$ cat src/rtl/boot_pkg.sv
package boot_pkg;

  typedef enum logic [1:0] {
    ST_OK    = 2'd0,
    ST_IFERR = 2'd1,
    ST_TMO1  = 2'd2,
    ST_TMO2  = 2'd3
  } boot_status_e;

  typedef enum logic [3:0] {
    S_POR,
    S_RST,
    S_REL,
    S_P1_RD,
    S_P1_GAP,
    S_P2_RD,
    S_P2_GAP,
    S_PG_WR,
    S_CHK_RD,
    S_DONE
  } boot_state_e;

  // low six bits all ones: internal reset recognised
  function automatic logic cmd_reset_seen(input logic [7:0] v);
    return v[5:0] == 6'h3F;
  endfunction

  // low six bits all zero: internal reset finished
  function automatic logic cmd_idle(input logic [7:0] v);
    return v[5:0] == 6'h00;
  endfunction

  function automatic int unsigned us_to_cycles(input int unsigned us,
                                               input int unsigned mhz);
    int unsigned c;
    c = us * mhz;
    return (c == 0) ? 1 : c;
  endfunction

  function automatic int unsigned max2(input int unsigned a, input int unsigned b);
    return (a > b) ? a : b;
  endfunction

  function automatic logic is_bus_state(input boot_state_e s);
    return (s == S_P1_RD) || (s == S_P2_RD) || (s == S_PG_WR) || (s == S_CHK_RD);
  endfunction

endpackage

$ cat src/rtl/boot_timer.sv
module boot_timer #(
  parameter int unsigned CW   = 8,
  parameter int unsigned INIT = 1
) (
  input  logic          clk,
  input  logic          rst_n,
  input  logic          load,
  input  logic [CW-1:0] load_val,
  output logic          zero
);
  logic [CW-1:0] cnt_q;

  always_ff @(posedge clk or negedge rst_n) begin
    if (!rst_n)         cnt_q <= CW'(INIT);
    else if (load)      cnt_q <= load_val;
    else if (cnt_q != '0) cnt_q <= cnt_q - 1'b1;
  end

  assign zero = (cnt_q == '0);

endmodule

$ cat src/rtl/boot_tally.sv
module boot_tally #(
  parameter int unsigned PW  = 4,
  parameter int unsigned MAX = 8
) (
  input  logic clk,
  input  logic rst_n,
  input  logic clr,
  input  logic inc,
  output logic last
);
  logic [PW-1:0] count_q;

  always_ff @(posedge clk or negedge rst_n) begin
    if (!rst_n)   count_q <= '0;
    else if (clr) count_q <= '0;
    else if (inc) count_q <= count_q + 1'b1;
  end

  // the read now completing is the MAX-th of its phase
  assign last = (count_q == PW'(MAX - 1));

  assert_poll_bound_R7: assert property (@(posedge clk) disable iff (!rst_n)
    count_q <= PW'(MAX));

endmodule

$ cat src/rtl/boot_bus_if.sv
module boot_bus_if #(
  parameter int unsigned AW = 8,
  parameter int unsigned DW = 8
) (
  input  logic          clk,
  input  logic          rst_n,
  input  logic          go,
  input  logic          go_we,
  input  logic [AW-1:0] go_addr,
  input  logic [DW-1:0] go_wdata,
  output logic          xfer_done,
  output logic          reg_req,
  output logic          reg_we,
  output logic [AW-1:0] reg_addr,
  output logic [DW-1:0] reg_wdata,
  input  logic          reg_ack
);
  always_ff @(posedge clk or negedge rst_n) begin
    if (!rst_n) begin
      reg_req   <= 1'b0;
      reg_we    <= 1'b0;
      reg_addr  <= '0;
      reg_wdata <= '0;
    end else if (go) begin
      reg_req   <= 1'b1;
      reg_we    <= go_we;
      reg_addr  <= go_addr;
      reg_wdata <= go_wdata;
    end else if (reg_ack) begin
      reg_req   <= 1'b0;
    end
  end

  assign xfer_done = reg_req & reg_ack;

  assert_req_hold_R3: assert property (@(posedge clk) disable iff (!rst_n)
    (reg_req && !reg_ack) |=> (reg_req && $stable(reg_we) && $stable(reg_addr)
                               && $stable(reg_wdata)));

  assert_one_txn_R3: assert property (@(posedge clk) disable iff (!rst_n)
    go |-> (!reg_req || reg_ack));

endmodule

$ cat src/rtl/boot_ctrl.sv
module boot_ctrl
  import boot_pkg::*;
#(
  parameter int unsigned CW        = 8,
  parameter int unsigned AW        = 8,
  parameter int unsigned DW        = 8,
  parameter int unsigned POR_CYC   = 1,
  parameter int unsigned RST_CYC   = 1,
  parameter int unsigned REL_CYC   = 1,
  parameter int unsigned POLL_GAP  = 1,
  parameter logic [AW-1:0] PAGE_ADDR = '0,
  parameter logic [AW-1:0] CMD_ADDR  = AW'(1)
) (
  input  logic          clk,
  input  logic          rst_n,
  input  logic          start,
  input  logic          tmr_zero,
  output logic          tmr_load,
  output logic [CW-1:0] tmr_val,
  output logic          poll_clr,
  output logic          poll_inc,
  input  logic          poll_last,
  output logic          bus_go,
  output logic          bus_we,
  output logic [AW-1:0] bus_addr,
  output logic [DW-1:0] bus_wdata,
  input  logic          bus_done,
  input  logic [DW-1:0] bus_rdata,
  output logic          chip_rst,
  output logic          busy,
  output logic          done,
  output logic [1:0]    status
);
  boot_state_e  state_q, state_d;
  boot_status_e status_q, status_d;
  logic         seen_busy_q;

  // named internal events
  logic ev_reset_seen, ev_idle_seen, ev_restart;
  assign ev_reset_seen = (state_q == S_P1_RD) && bus_done && cmd_reset_seen(bus_rdata[7:0]);
  assign ev_idle_seen  = (state_q == S_P2_RD) && bus_done && cmd_idle(bus_rdata[7:0]);
  assign ev_restart    = (state_q == S_DONE) && start;

  always_comb begin
    state_d  = state_q;
    status_d = status_q;
    tmr_load = 1'b0;
    tmr_val  = '0;
    poll_clr = 1'b0;
    poll_inc = 1'b0;
    case (state_q)
      S_POR: if (tmr_zero) begin
        state_d = S_RST; tmr_load = 1'b1; tmr_val = CW'(RST_CYC - 1);
      end
      S_RST: if (tmr_zero) begin
        state_d = S_REL; tmr_load = 1'b1; tmr_val = CW'(REL_CYC - 1);
      end
      S_REL: if (tmr_zero) begin
        state_d = S_P1_RD; poll_clr = 1'b1;
      end
      S_P1_RD: if (bus_done) begin
        poll_inc = 1'b1;
        if (ev_reset_seen) begin
          state_d = S_P2_GAP; poll_clr = 1'b1;
          tmr_load = 1'b1; tmr_val = CW'(POLL_GAP - 1);
        end else if (poll_last) begin
          state_d = S_DONE; status_d = ST_TMO1;
        end else begin
          state_d = S_P1_GAP; tmr_load = 1'b1; tmr_val = CW'(POLL_GAP - 1);
        end
      end
      S_P1_GAP: if (tmr_zero) state_d = S_P1_RD;
      S_P2_RD: if (bus_done) begin
        poll_inc = 1'b1;
        if (ev_idle_seen) begin
          state_d = S_PG_WR;
        end else if (poll_last) begin
          state_d = S_DONE; status_d = ST_TMO2;
        end else begin
          state_d = S_P2_GAP; tmr_load = 1'b1; tmr_val = CW'(POLL_GAP - 1);
        end
      end
      S_P2_GAP: if (tmr_zero) state_d = S_P2_RD;
      S_PG_WR:  if (bus_done) state_d = S_CHK_RD;
      S_CHK_RD: if (bus_done) begin
        state_d  = S_DONE;
        status_d = (bus_rdata == '0) ? ST_OK : ST_IFERR;
      end
      S_DONE: if (ev_restart) begin
        state_d = S_POR; status_d = ST_OK;
        tmr_load = 1'b1; tmr_val = CW'(POR_CYC - 1);
      end
      default: state_d = S_DONE;
    endcase
  end

  always_ff @(posedge clk or negedge rst_n) begin
    if (!rst_n) begin
      state_q     <= S_POR;
      status_q    <= ST_OK;
      seen_busy_q <= 1'b0;
    end else begin
      state_q  <= state_d;
      status_q <= status_d;
      if (ev_restart)         seen_busy_q <= 1'b0;
      else if (ev_reset_seen) seen_busy_q <= 1'b1;
    end
  end

  assign bus_go    = is_bus_state(state_d) && (state_d != state_q);
  assign bus_we    = (state_d == S_PG_WR);
  assign bus_addr  = (state_d == S_PG_WR) ? PAGE_ADDR : CMD_ADDR;
  assign bus_wdata = '0;

  assign chip_rst = (state_q == S_RST);
  assign done     = (state_q == S_DONE);
  assign busy     = (state_q != S_DONE);
  assign status   = status_q;

  assert_hold_timed_R1: assert property (@(posedge clk) disable iff (!rst_n)
    (state_q == S_RST && !tmr_zero) |=> (state_q == S_RST));

  assert_busy_before_ready_R5: assert property (@(posedge clk) disable iff (!rst_n)
    (bus_go && bus_we) |-> seen_busy_q);

  assert_done_busy_R8: assert property (@(posedge clk) disable iff (!rst_n)
    done != busy);

  assert_status_hold_R8: assert property (@(posedge clk) disable iff (!rst_n)
    (done && $past(done)) |-> $stable(status));

endmodule

$ cat src/rtl/chip_boot_seq.sv
module chip_boot_seq
  import boot_pkg::*;
#(
  parameter int unsigned CLK_MHZ   = 10,
  parameter int unsigned POR_US    = 500000,
  parameter int unsigned RST_US    = 100000,
  parameter int unsigned REL_US    = 100,
  parameter int unsigned POLL_GAP  = 20,
  parameter int unsigned MAX_POLLS = 1000,
  parameter int unsigned AW        = 8,
  parameter int unsigned DW        = 8,
  parameter logic [AW-1:0] PAGE_ADDR = AW'(0),
  parameter logic [AW-1:0] CMD_ADDR  = AW'(1)
) (
  input  logic          clk,
  input  logic          rst_n,
  input  logic          start,
  output logic          chip_rst,
  output logic          reg_req,
  output logic          reg_we,
  output logic [AW-1:0] reg_addr,
  output logic [DW-1:0] reg_wdata,
  input  logic          reg_ack,
  input  logic [DW-1:0] reg_rdata,
  output logic          busy,
  output logic          done,
  output logic [1:0]    status
);
  localparam int unsigned POR_CYC = us_to_cycles(POR_US, CLK_MHZ);
  localparam int unsigned RST_CYC = us_to_cycles(RST_US, CLK_MHZ);
  localparam int unsigned REL_CYC = us_to_cycles(REL_US, CLK_MHZ);
  localparam int unsigned GAP_CYC = (POLL_GAP == 0) ? 1 : POLL_GAP;
  localparam int unsigned TMAX    = max2(max2(POR_CYC, RST_CYC), max2(REL_CYC, GAP_CYC));
  localparam int unsigned CW      = $clog2(TMAX + 1);
  localparam int unsigned PW      = $clog2(MAX_POLLS + 1);

  logic          tmr_zero, tmr_load;
  logic [CW-1:0] tmr_val;
  logic          poll_clr, poll_inc, poll_last;
  logic          bus_go, bus_we, bus_done;
  logic [AW-1:0] bus_addr;
  logic [DW-1:0] bus_wdata;

  boot_timer #(.CW(CW), .INIT(POR_CYC)) u_timer (
    .clk(clk), .rst_n(rst_n), .load(tmr_load), .load_val(tmr_val), .zero(tmr_zero)
  );

  boot_tally #(.PW(PW), .MAX(MAX_POLLS)) u_tally (
    .clk(clk), .rst_n(rst_n), .clr(poll_clr), .inc(poll_inc), .last(poll_last)
  );

  boot_bus_if #(.AW(AW), .DW(DW)) u_bus (
    .clk(clk), .rst_n(rst_n), .go(bus_go), .go_we(bus_we), .go_addr(bus_addr),
    .go_wdata(bus_wdata), .xfer_done(bus_done), .reg_req(reg_req), .reg_we(reg_we),
    .reg_addr(reg_addr), .reg_wdata(reg_wdata), .reg_ack(reg_ack)
  );

  boot_ctrl #(
    .CW(CW), .AW(AW), .DW(DW), .POR_CYC(POR_CYC), .RST_CYC(RST_CYC),
    .REL_CYC(REL_CYC), .POLL_GAP(GAP_CYC), .PAGE_ADDR(PAGE_ADDR), .CMD_ADDR(CMD_ADDR)
  ) u_ctrl (
    .clk(clk), .rst_n(rst_n), .start(start),
    .tmr_zero(tmr_zero), .tmr_load(tmr_load), .tmr_val(tmr_val),
    .poll_clr(poll_clr), .poll_inc(poll_inc), .poll_last(poll_last),
    .bus_go(bus_go), .bus_we(bus_we), .bus_addr(bus_addr), .bus_wdata(bus_wdata),
    .bus_done(bus_done), .bus_rdata(reg_rdata),
    .chip_rst(chip_rst), .busy(busy), .done(done), .status(status)
  );

  assert_no_access_in_reset_R2: assert property (@(posedge clk) disable iff (!rst_n)
    chip_rst |-> !reg_req);

endmodule

$ cat config.mk
export PLATFORM = sky130hd
export DESIGN_NAME = chip_boot_seq
export DESIGN_NICKNAME = d
export VERILOG_FILES = /design/src/rtl/boot_pkg.sv /design/src/rtl/boot_timer.sv /design/src/rtl/boot_tally.sv /design/src/rtl/boot_bus_if.sv /design/src/rtl/boot_ctrl.sv /design/src/rtl/chip_boot_seq.sv
export SDC_FILE = /design/constraint.sdc
export NUM_CORES = 1
export LEC_CHECK = 0
export ABC_AREA = 1
export CELL_PAD_IN_SITES_DETAIL_PLACEMENT = 0
export CELL_PAD_IN_SITES_GLOBAL_PLACEMENT = 1
export CORE_MARGIN = 2
export CORE_UTILIZATION = 41
export DETAILED_ROUTE_END_ITERATION = 6
export GPL_ROUTABILITY_DRIVEN = 0
export PLACE_DENSITY_LB_ADDON = 0.1
export SLEW_MARGIN = 5
export SYNTH_ARGS = -nofsm -noshare
export SYNTH_HDL_FRONTEND = slang
export SYNTH_SLANG_ARGS = --single-unit
export TNS_END_PERCENT = 100
$ cat constraint.sdc
create_clock -name clk -period 2.6 [get_ports clk]
set_input_delay 0.39 -clock clk [delete_from_list [all_inputs] [get_ports clk]]
set_output_delay 0.39 -clock clk [all_outputs]
set_load 0.05 [all_outputs]
-- Word-level counts from Yosys, hierarchy flattened
Cells that the tools add are included.
- bits in registers: 49
- latch bits: 0
- memory bits (writable): 0
- bits in read-only memories: 0
- input port bits: 12
- memories kept: 0
- $add $sub $neg: 2
- multipliers: 0
- div/mod/pow operators: 0
- $lt $le $gt $ge: 0
- equal/unequal tests: 25
- shift-type cells: 0
- muxes and demuxes: 53
- bitwise logic cells: 1
- reduce and logical (&&, ||, !) cells: 22
- operators with widths (operator ; count):
    $mux W23 ; 6
    $pmux W23 S5 ; 1
    $mux W4 ; 13
    $pmux W4 S9 ; 1
    $mux W10 ; 3
    $eq A4 B3 Y1 const B ; 6
    $logic_not A23 Y1 ; 1
    $reduce_bool A23 Y1 ; 1
    $sub A23 B1 Y23 const B ; 1
    $mux W20 ; 1
    $mux W2 ; 8
    $mux W1 ; 15
    $eq A4 B2 Y1 const B ; 3
    $eq A4 B4 Y1 const B ; 3
    $add A10 B1 Y10 const B ; 1
    $eq A10 B10 Y1 const B ; 1
    $mux W5 ; 2
    $reduce_and A9 Y1 ; 1
    $logic_not A8 Y1 ; 1
    $ne A2 B1 Y1 const B ; 4
    $ne A2 B2 Y1 const B ; 4
    $pmux W2 S4 ; 1
    $eq A6 B6 Y1 const B ; 1
    $logic_and A1 B1 Y1 ; 6
    12 further kinds ; 18

-- Longest topological paths before layout
Gate-level depths: netlist (run 1).
- depth after elaboration: 12
- gate-level depth with buffers: 17

-- Modules after synthesis
From an unflattened synthesis (run 1), not the netlist that was laid out.
- cell total of the unflattened synthesis: 578
- area total of the unflattened synthesis: 3970.1 um^2
- modules (own cells, without submodules) (module ; instances ; cells each ; area each (um^2) ; sequential area each (um^2)):
    boot_timer ; 1 ; 235 ; 1581.5 ; 585.6
    boot_ctrl ; 1 ; 191 ; 1104.8 ; 150.1
    boot_bus_if ; 1 ; 78 ; 719.4 ; 450.4
    boot_tally ; 1 ; 74 ; 564.3 ; 250.2

-- Worst setup path after synthesis (run 1)
OpenSTA, ideal clock, no wires.
- path kind: reg-to-reg
- start point: reg u_ctrl.state_q[2]
- end point: reg u_timer.cnt_q[17]
- library setup time: 113 ps
- arrival time: 2222 ps
- setup slack: 265 ps
- cell stages (with the launch flop): 12
- clock period less this slack: 2335 ps
- cell sequence: dfrtp_1 > nor2_2 > inv_2 > nor3_2 > nand2_1 > nand3_2 > nor2_8 > inv_6 > buf_8 > o21ai_1 > nand2_1 > inv_1
- RTL lines (element ; RTL line ; text):
    from (decl) ; boot_ctrl.sv:34 ; boot_state_e state_q, state_d;
    from (signal assigned) ; boot_ctrl.sv:103 ; state_q <= state_d;
    $eq A4 B1 Y1 * ; - ;
    net chip_rst ; chip_boot_seq.sv:18 ; output logic chip_rst,
    $reduce_or A2 Y1 (no line) ; - ;
    $pmux W1 S4 ; boot_ctrl.sv:51 ; case (state_q)
    $mux W23 / $reduce_bool A2 Y1 (equally long branches) ; - ;
    to (signal assigned) ; boot_timer.sv:14 ; if (!rst_n) cnt_q <= CW'(INIT);
    to (signal assigned) ; boot_timer.sv:15 ; else if (load) cnt_q <= load_val;
    to (signal assigned) ; boot_timer.sv:16 ; else if (cnt_q != '0) cnt_q <= cnt_q - 1'b1;
    to (decl) ; boot_timer.sv:11 ; logic [CW-1:0] cnt_q;
The timed path passes the listed nets; every way through them passes the cells marked *.
A chain may end at the register's enable or synchronous reset.

-- Final worst setup path (run 1)
- start point: reg u_ctrl.state_q[1]
- end point: out busy
- longest elaborated chain between the ends: 1
- RTL lines (element ; RTL line ; text):
    $ne A4 B4 Y1 ; boot_ctrl.sv:117 ; assign busy = (state_q != S_DONE);
    to (decl) ; chip_boot_seq.sv:25 ; output logic busy,
Every way passes these cells.

==> results of run 1 <==
==> cells by family after synthesis <==
group	synth area share, %
flops	35.7
buf+inv	13.0
other cells	0.126
fa+ha+maj	0.842
xor+xnor	4.13
compound gates	10.1
simple gates	36.1
==> final timing paths <==
path	endpoint	cells past startpoint
max reg2reg	u_timer.cnt_q[14]	14
min reg2reg	u_bus.reg_we	2
max in group asynchronous	u_timer.cnt_q[22]	2
min	u_timer.cnt_q[20]	1
max	busy	5
min in group clk	u_bus.reg_we	2
==> final cells by class <==
class | instances | area, sq um
multi-input combinational | 295 | 1580
inverter | 59 | 229
clock inverter | 3 | 68.8
sequential | 42 | 1060
timing repair buffer | 25 | 225
clock buffer | 5 | 68.8
tap | 99 | 124
fill | 749 | 3780
==> layer usage <==
layer	up-vias	track usage [%]	part of all wire, %
met5	-	0	0
met4	0	4.61	0.92
met3	6	3.14	2.6
met2	36	32.5	49
met1	1181	22.8	47
li1	1301	-	-
==> placed cells by master (no fill, tap or decap), types with 2 or more instances in the layout <==
| cell | synthesis | layout |
|---|---|---|
| nand2_4 | 2 | 2 |
| nor4_1 | 3 | 3 |
| nor3_2 | 3 | 3 |
| a31oi_1 | 4 | 4 |
| dfrtp_1 | 34 | 34 |
| nor3_1 | 9 | 9 |
| nor2_4 | 7 | 7 |
| o21ai_0 | 12 | 12 |
| conb_1 | 1 | 15 |
| nand2_1 | 89 | 89 |
| inv_2 | 10 | 10 |
| xnor2_1 | 8 | 8 |
| clkdlybuf4s50_1 | 0 | 16 |
| dfstp_2 | 8 | 8 |
| nand4_1 | 6 | 6 |
| bufinv_16 | 0 | 2 |
| ha_1 | 2 | 2 |
| nor2_1 | 50 | 50 |
| inv_1 | 47 | 47 |
| or2_2 | 2 | 2 |
| nand3_2 | 4 | 4 |
| nand2_2 | 6 | 6 |
| a21oi_2 | 2 | 2 |
| o21ai_1 | 9 | 9 |
| clkbuf_8 | 0 | 5 |
| nor2_2 | 9 | 9 |
| a21oi_1 | 14 | 14 |
| buf_4 | 16 | 8 |
| nand3_1 | 18 | 18 |
| xor2_1 | 6 | 6 |
==> state kept, by name (all words and copies together), names as in the netlist <==
| signal | cells |
|---|---|
| u_bus.reg_we | 1 |
| u_ctrl.state_q | 4 |
| u_ctrl.status | 2 |
| u_tally.count_q | 10 |
| u_timer.cnt_q | 23 |
| u_bus.reg_addr | 1 |
| u_bus.reg_req | 1 |
==> power by group <==
group	internal (mW)	total [mW]	leakage, nW	switching [mW]
clock network	0.385	0.635	0.0683	0.250
logic	0.344	0.926	1.14	0.582
registers	0.866	1.03	0.522	0.163
total	1.60	2.59	1.73	0.995
==> impl_metrics.py, run 1 <==
metrics = {
    "run_status": {
        "status": "complete, no violations",
    },
    "clocking": {
        "cts.sinks": 42,
        "cts_hold_buf": 0,
        "cts_buffers": 5,
        "clock_latency_ns": 0.30,
        "cts_setup_buffers": 0,
        "htree_levels": 2,
        "cts_resized": 0,
        "cts_tree": "built",
        "root_buffer": "clkbuf_8",
        "path_clk_slew_ns": 0.09,
        "cts_buffer_depth": 2,
    },
    "synth": {
        "async_flop_share_pct": 100,
        "yosys_most_used_dff": "dfrtp_1",
        "synth_most_common_cell": "nand2_1",
        "ys_top_cells_by_count": "nand2_1 (89), nor2_1 (50), inv_1 (47), dfrtp_1 (34), nand3_1 (18)",
        "ys_seq_area_share_pct": 35.7,
        "synth_top_area_share_pct": 28.6,
        "synthesis.instances": 401,
        "synth_area_leader_cell": "dfrtp_1",
        "yosys_warnings": 0,
        "synth.area.top_cells": "dfrtp_1 (29%), nand2_1 (11%), dfstp_2 (7.1%), nor2_1 (6.3%), inv_1 (5.9%)",
        "synth_edf_count": 0,
        "synth.distinct_cells": 46,
        "syn_area_sq_mm": 0.00297,
        "syn_area_per_cell_sq_um": 7.41,
        "ys_ff_latch": 42,
    },
    "floorplanning": {
        "die_x_um": 89.1,
        "die-area_sq_mm": 0.00794,
        "core_sq_mm": 0.00714,
        "num_rows": 31,
        "ioPinCount": 35,
        "die_h_um": 89.1,
        "start_util_pct": 41.6,
    },
    "setup_path": {
        "path_buf_inv": 3,
        "worstReg2RegStart": "u_timer.cnt_q[15]",
        "cp_max_fo": 8,
        "crit_required_ns": 2.21,
        "slowest_delay_ns": 0.69,
        "crit_type": "reg -> out",
        "cp_top_family": "buffers and inverters",
        "crit_start": "u_ctrl.state_q[1]",
        "r2r_slack_ns": 0.38,
        "critPathCaptureType": "output pin",
        "crit_chain": "nor3_2 -> inv_2 -> nor2_4 -> inv_4 -> clkdlybuf4s50_1",
        "worst_setup_path_start_kind": "flip-flop",
        "cp.arrival_ns": 2.08,
        "crit_slowest_cell": "clkdlybuf4s50_1",
    },
    "sta": {
        "skew_ns": 0.0111,
        "worst_slack_ns": 0.132,
        "rsz0062_at_grt": "no",
        "relSlewSlack_pct": 66.4,
        "fin_crit_ns": 2.47,
        "fin_crit_sh_pct": 94.9,
        "clock.fmax_ghz": 0.405,
        "worst_pin_slew_ns": 0.502,
        "setup_tns_ns": 0,
        "hold_ws_ns": 0.0285,
        "drv_slew": 0,
        "setup_viol": 0,
        "hold_violations": 0,
    },
    "place": {
        "portBuffers": 19,
        "dpl-instance-area_sq_mm": 0.00321,
        "dp.cells": 520,
        "dpl_worst_slack_ns": 0.163,
        "dp_hpwl_um": 5160,
    },
    "cells_and_area": {
        "fin_util_pct": 47.0,
        "antennaDiodeCount": 0,
        "fin_cells": 528,
        "area_delta_synth_final_pct": 12.8,
        "drive_above_1_share_pct": 18.6,
        "final_nets": 442,
        "final_cell_area_sq_mm": 0.00335,
    },
    "detailed_routing": {
        "drt_wl_total_um": 6630,
        "routed_via_density": 4.78,
        "firstDrtPassIters": 4,
        "vias": 2524,
        "drc_errors": 0,
        "antenna_left": 0,
        "wl_per_cell_um": 12.6,
        "first_iter_violations": 87,
    },
    "global_routing": {
        "grt_antenna_before_repair": 0,
        "grt_remaining_overflow": 0,
        "grt_pass1_vias": 2530,
        "grt_usage_pct": 18.2,
        "grt_max_degree": 24,
        "grt_pass1_wl_um": 11500,
    },
    "power_and_ir_drop": {
        "leakage_nw": 1.73,
        "power.density_mw_per_mm2": 773,
        "power_mw": 2.59,
        "ir_drop_mv": 0.384,
    },
    "hold_path": {
        "hold_class": "in -> async",
    },
    "run": {
        "drv_cap": 0,
    },
}
(Power assumes the default switching activity.)
==> run 2: changes to the inputs <==
--- a/config.mk
+++ b/config.mk
@@ -9,10 +9,10 @@
 export CELL_PAD_IN_SITES_DETAIL_PLACEMENT = 0
 export CELL_PAD_IN_SITES_GLOBAL_PLACEMENT = 1
 export CORE_MARGIN = 2
-export CORE_UTILIZATION = 41
+export CORE_UTILIZATION = 44
 export DETAILED_ROUTE_END_ITERATION = 6
 export GPL_ROUTABILITY_DRIVEN = 0
-export PLACE_DENSITY_LB_ADDON = 0.1
+export PLACE_DENSITY = 0.88
 export SLEW_MARGIN = 5
 export SYNTH_ARGS = -nofsm -noshare
 export SYNTH_HDL_FRONTEND = slang
==> constraint.sdc (replaced) <==
create_clock -name clk -period 3.2 [get_ports clk]
set_input_delay 0.48 -clock clk [delete_from_list [all_inputs] [get_ports clk]]
set_output_delay 0.48 -clock clk [all_outputs]
set_load 0.05 [all_outputs]
==> impl_metrics.py, run 2 (synthesis gave the netlist of run 1 again) <==
metrics = {
    "sta": {
        "hold_violations": 0,
        "relSlewSlack_pct": 37.6,
        "setup_viol": 0,
        "worst_pin_slew_ns": 0.936,
        "skew_ns": 0.00681,
        "setup_tns_ns": 0,
        "rsz0062_at_grt": "no",
        "clock.fmax_ghz": 0.373,
        "fin_crit_sh_pct": 83.7,
        "drv_slew": 0,
        "fin_crit_ns": 2.68,
        "hold_ws_ns": 0.326,
    },
    "cells_and_area": {
        "final_nets": 437,
        "drive_above_1_share_pct": 17.0,
        "multi_input_area_sq_mm": 0.00158,
        "fin_util_pct": 50.5,
        "area_delta_synth_final_pct": 9.27,
        "max_flop_register": "u_timer.cnt_q",
        "fillers": 631,
        "largest_reg_flops": 23,
        "layout.area.seq_sq_mm": 0.00106,
        "antennaDiodeCount": 0,
        "reg_top3": "u_timer.cnt_q: 23 flops, u_tally.count_q: 10 flops, u_ctrl.state_q: 4 flops",
        "final_cell_mix": "nand2_1 (89), nor2_1 (50), inv_1 (47), dfrtp_1 (34)",
        "final_common_cell": "nand2_1",
    },
    "detailed_routing": {
        "vias": 2574,
        "drt_wl_total_um": 6390,
        "antenna_left": 0,
        "wl_per_cell_um": 12.8,
        "routed_via_density": 5.14,
        "firstDrtPassIters": 5,
        "drc_errors": 0,
        "first_iter_violations": 104,
    },
    "floorplanning": {
        "die_h_um": 86.2,
        "ioPinCount": 35,
        "num_rows": 29,
        "core_sq_mm": 0.00642,
        "die-area_sq_mm": 0.00742,
        "die_x_um": 86.2,
        "start_util_pct": 46.2,
    },
    "setup_path": {
        "cp_top_family": "buffers and inverters",
        "cp.arrival_ns": 2.20,
        "slowest_delay_ns": 0.82,
        "crit_type": "reg -> out",
        "crit_required_ns": 2.72,
        "critPathCaptureType": "output pin",
        "worst_setup_path_start_kind": "flip-flop",
        "crit_slowest_cell": "clkdlybuf4s50_1",
        "cp_max_fo": 7,
        "path_buf_inv": 2,
        "crit_chain": "nor3_2 -> inv_2 -> nor2_4 -> clkdlybuf4s50_1",
    },
    "global_routing": {
        "grt_pass1_vias": 2458,
        "grt_max_degree": 43,
        "grt_antenna_before_repair": 0,
        "grt_remaining_overflow": 0,
        "grt_usage_pct": 18.8,
        "grt_pass1_wl_um": 11200,
    },
    "clocking": {
        "cts_hold_buf": 0,
        "path_clk_slew_ns": 0.08,
        "cts_buffer_depth": 2,
        "cts_buffers": 5,
        "htree_levels": 2,
        "cts.sinks": 42,
        "cts_tree": "built",
        "cts_setup_buffers": 0,
        "clock_latency_ns": 0.29,
        "cts_resized": 0,
        "root_buffer": "clkbuf_8",
    },
    "place": {
        "portBuffers": 19,
        "dp_hpwl_um": 4890,
    },
    "power_and_ir_drop": {
        "leakage_nw": 1.68,
        "power_mw": 1.96,
        "power.density_mw_per_mm2": 603,
        "ir_drop_mv": 0.356,
    },
    "run_status": {
        "status": "complete, no violations",
    },
    "hold_path": {
        "hold_class": "in -> async",
    },
    "run": {
        "drv_cap": 0,
    },
}
run 2: changes by cell type in the layout (fill, tap and decap cells not counted), sizes merged:
cell / before / now
buf: 9 / 2
bufinv: 2 / 0
clkbuf: 5 / 7
clkdlybuf4s50: 16 / 18
run 2: worst paths after layout:
path	start	to	slack (ns)	depth (start not counted)
hold reg to reg	u_bus.reg_addr[0]	u_bus.reg_addr[0]	0.48	2
max in group asynchronous	rst_n	u_ctrl.state_q[1]	2.29	1
min in group clk	u_bus.reg_addr[0]	u_bus.reg_addr[0]	0.48	2
setup / recovery	u_ctrl.state_q[1]	done	0.52	4
hold / removal	rst_n	u_timer.cnt_q[10]	0.33	1
setup reg to reg	u_timer.cnt_q[0]	u_timer.cnt_q[14]	0.80	15
run 2: per-layer routing:
layer  routed length, um  track usage (%)  vias up
met5                   0                0        -
li1                    -                -     1294
met2                3050             31.4       70
met4                 142             6.78        0
met1                2890             24.7     1195
met3                 311             3.18       15
run 2: power by group:
| group | leakage (nW) | internal, mW | switching (mW) | total (mW) |
|---|---|---|---|---|
| Sequential | 0.522 | 0.704 | 0.135 | 0.840 |
| Clock | 0.0482 | 0.174 | 0.183 | 0.357 |
| Combinational | 1.11 | 0.280 | 0.480 | 0.760 |
| Total | 1.68 | 1.16 | 0.798 | 1.96 |
run 2: layout make-up:
type,instances,share of cell area (%)
multi-input cells,295,48.5
flip-flops and latches,42,32.7
inverters,59,7.05
repair buffers,20,5.94
well taps,77,2.97
clock buffers,7,2.66
clock inverters,1,0.154
run 2: through the flow:
stage	setup slack (ns)	std cells	instance area [sq um]
global placement	0.748	493	3150
finish	0.522	501	3250
floorplan	0.865	415	3020
global route	0.400	501	3250
CTS	0.504	501	3250
detailed placement	0.712	493	3150
run 2: worst register-to-register path, delay by kind of cell, from the launching register on:
kind / cells / cell delay, ns
fa+ha+maj: 1 / 0.22
flops: 1 / 0.39
compound gates: 2 / 0.14
buf+inv: 4 / 0.41
simple gates: 8 / 1.18
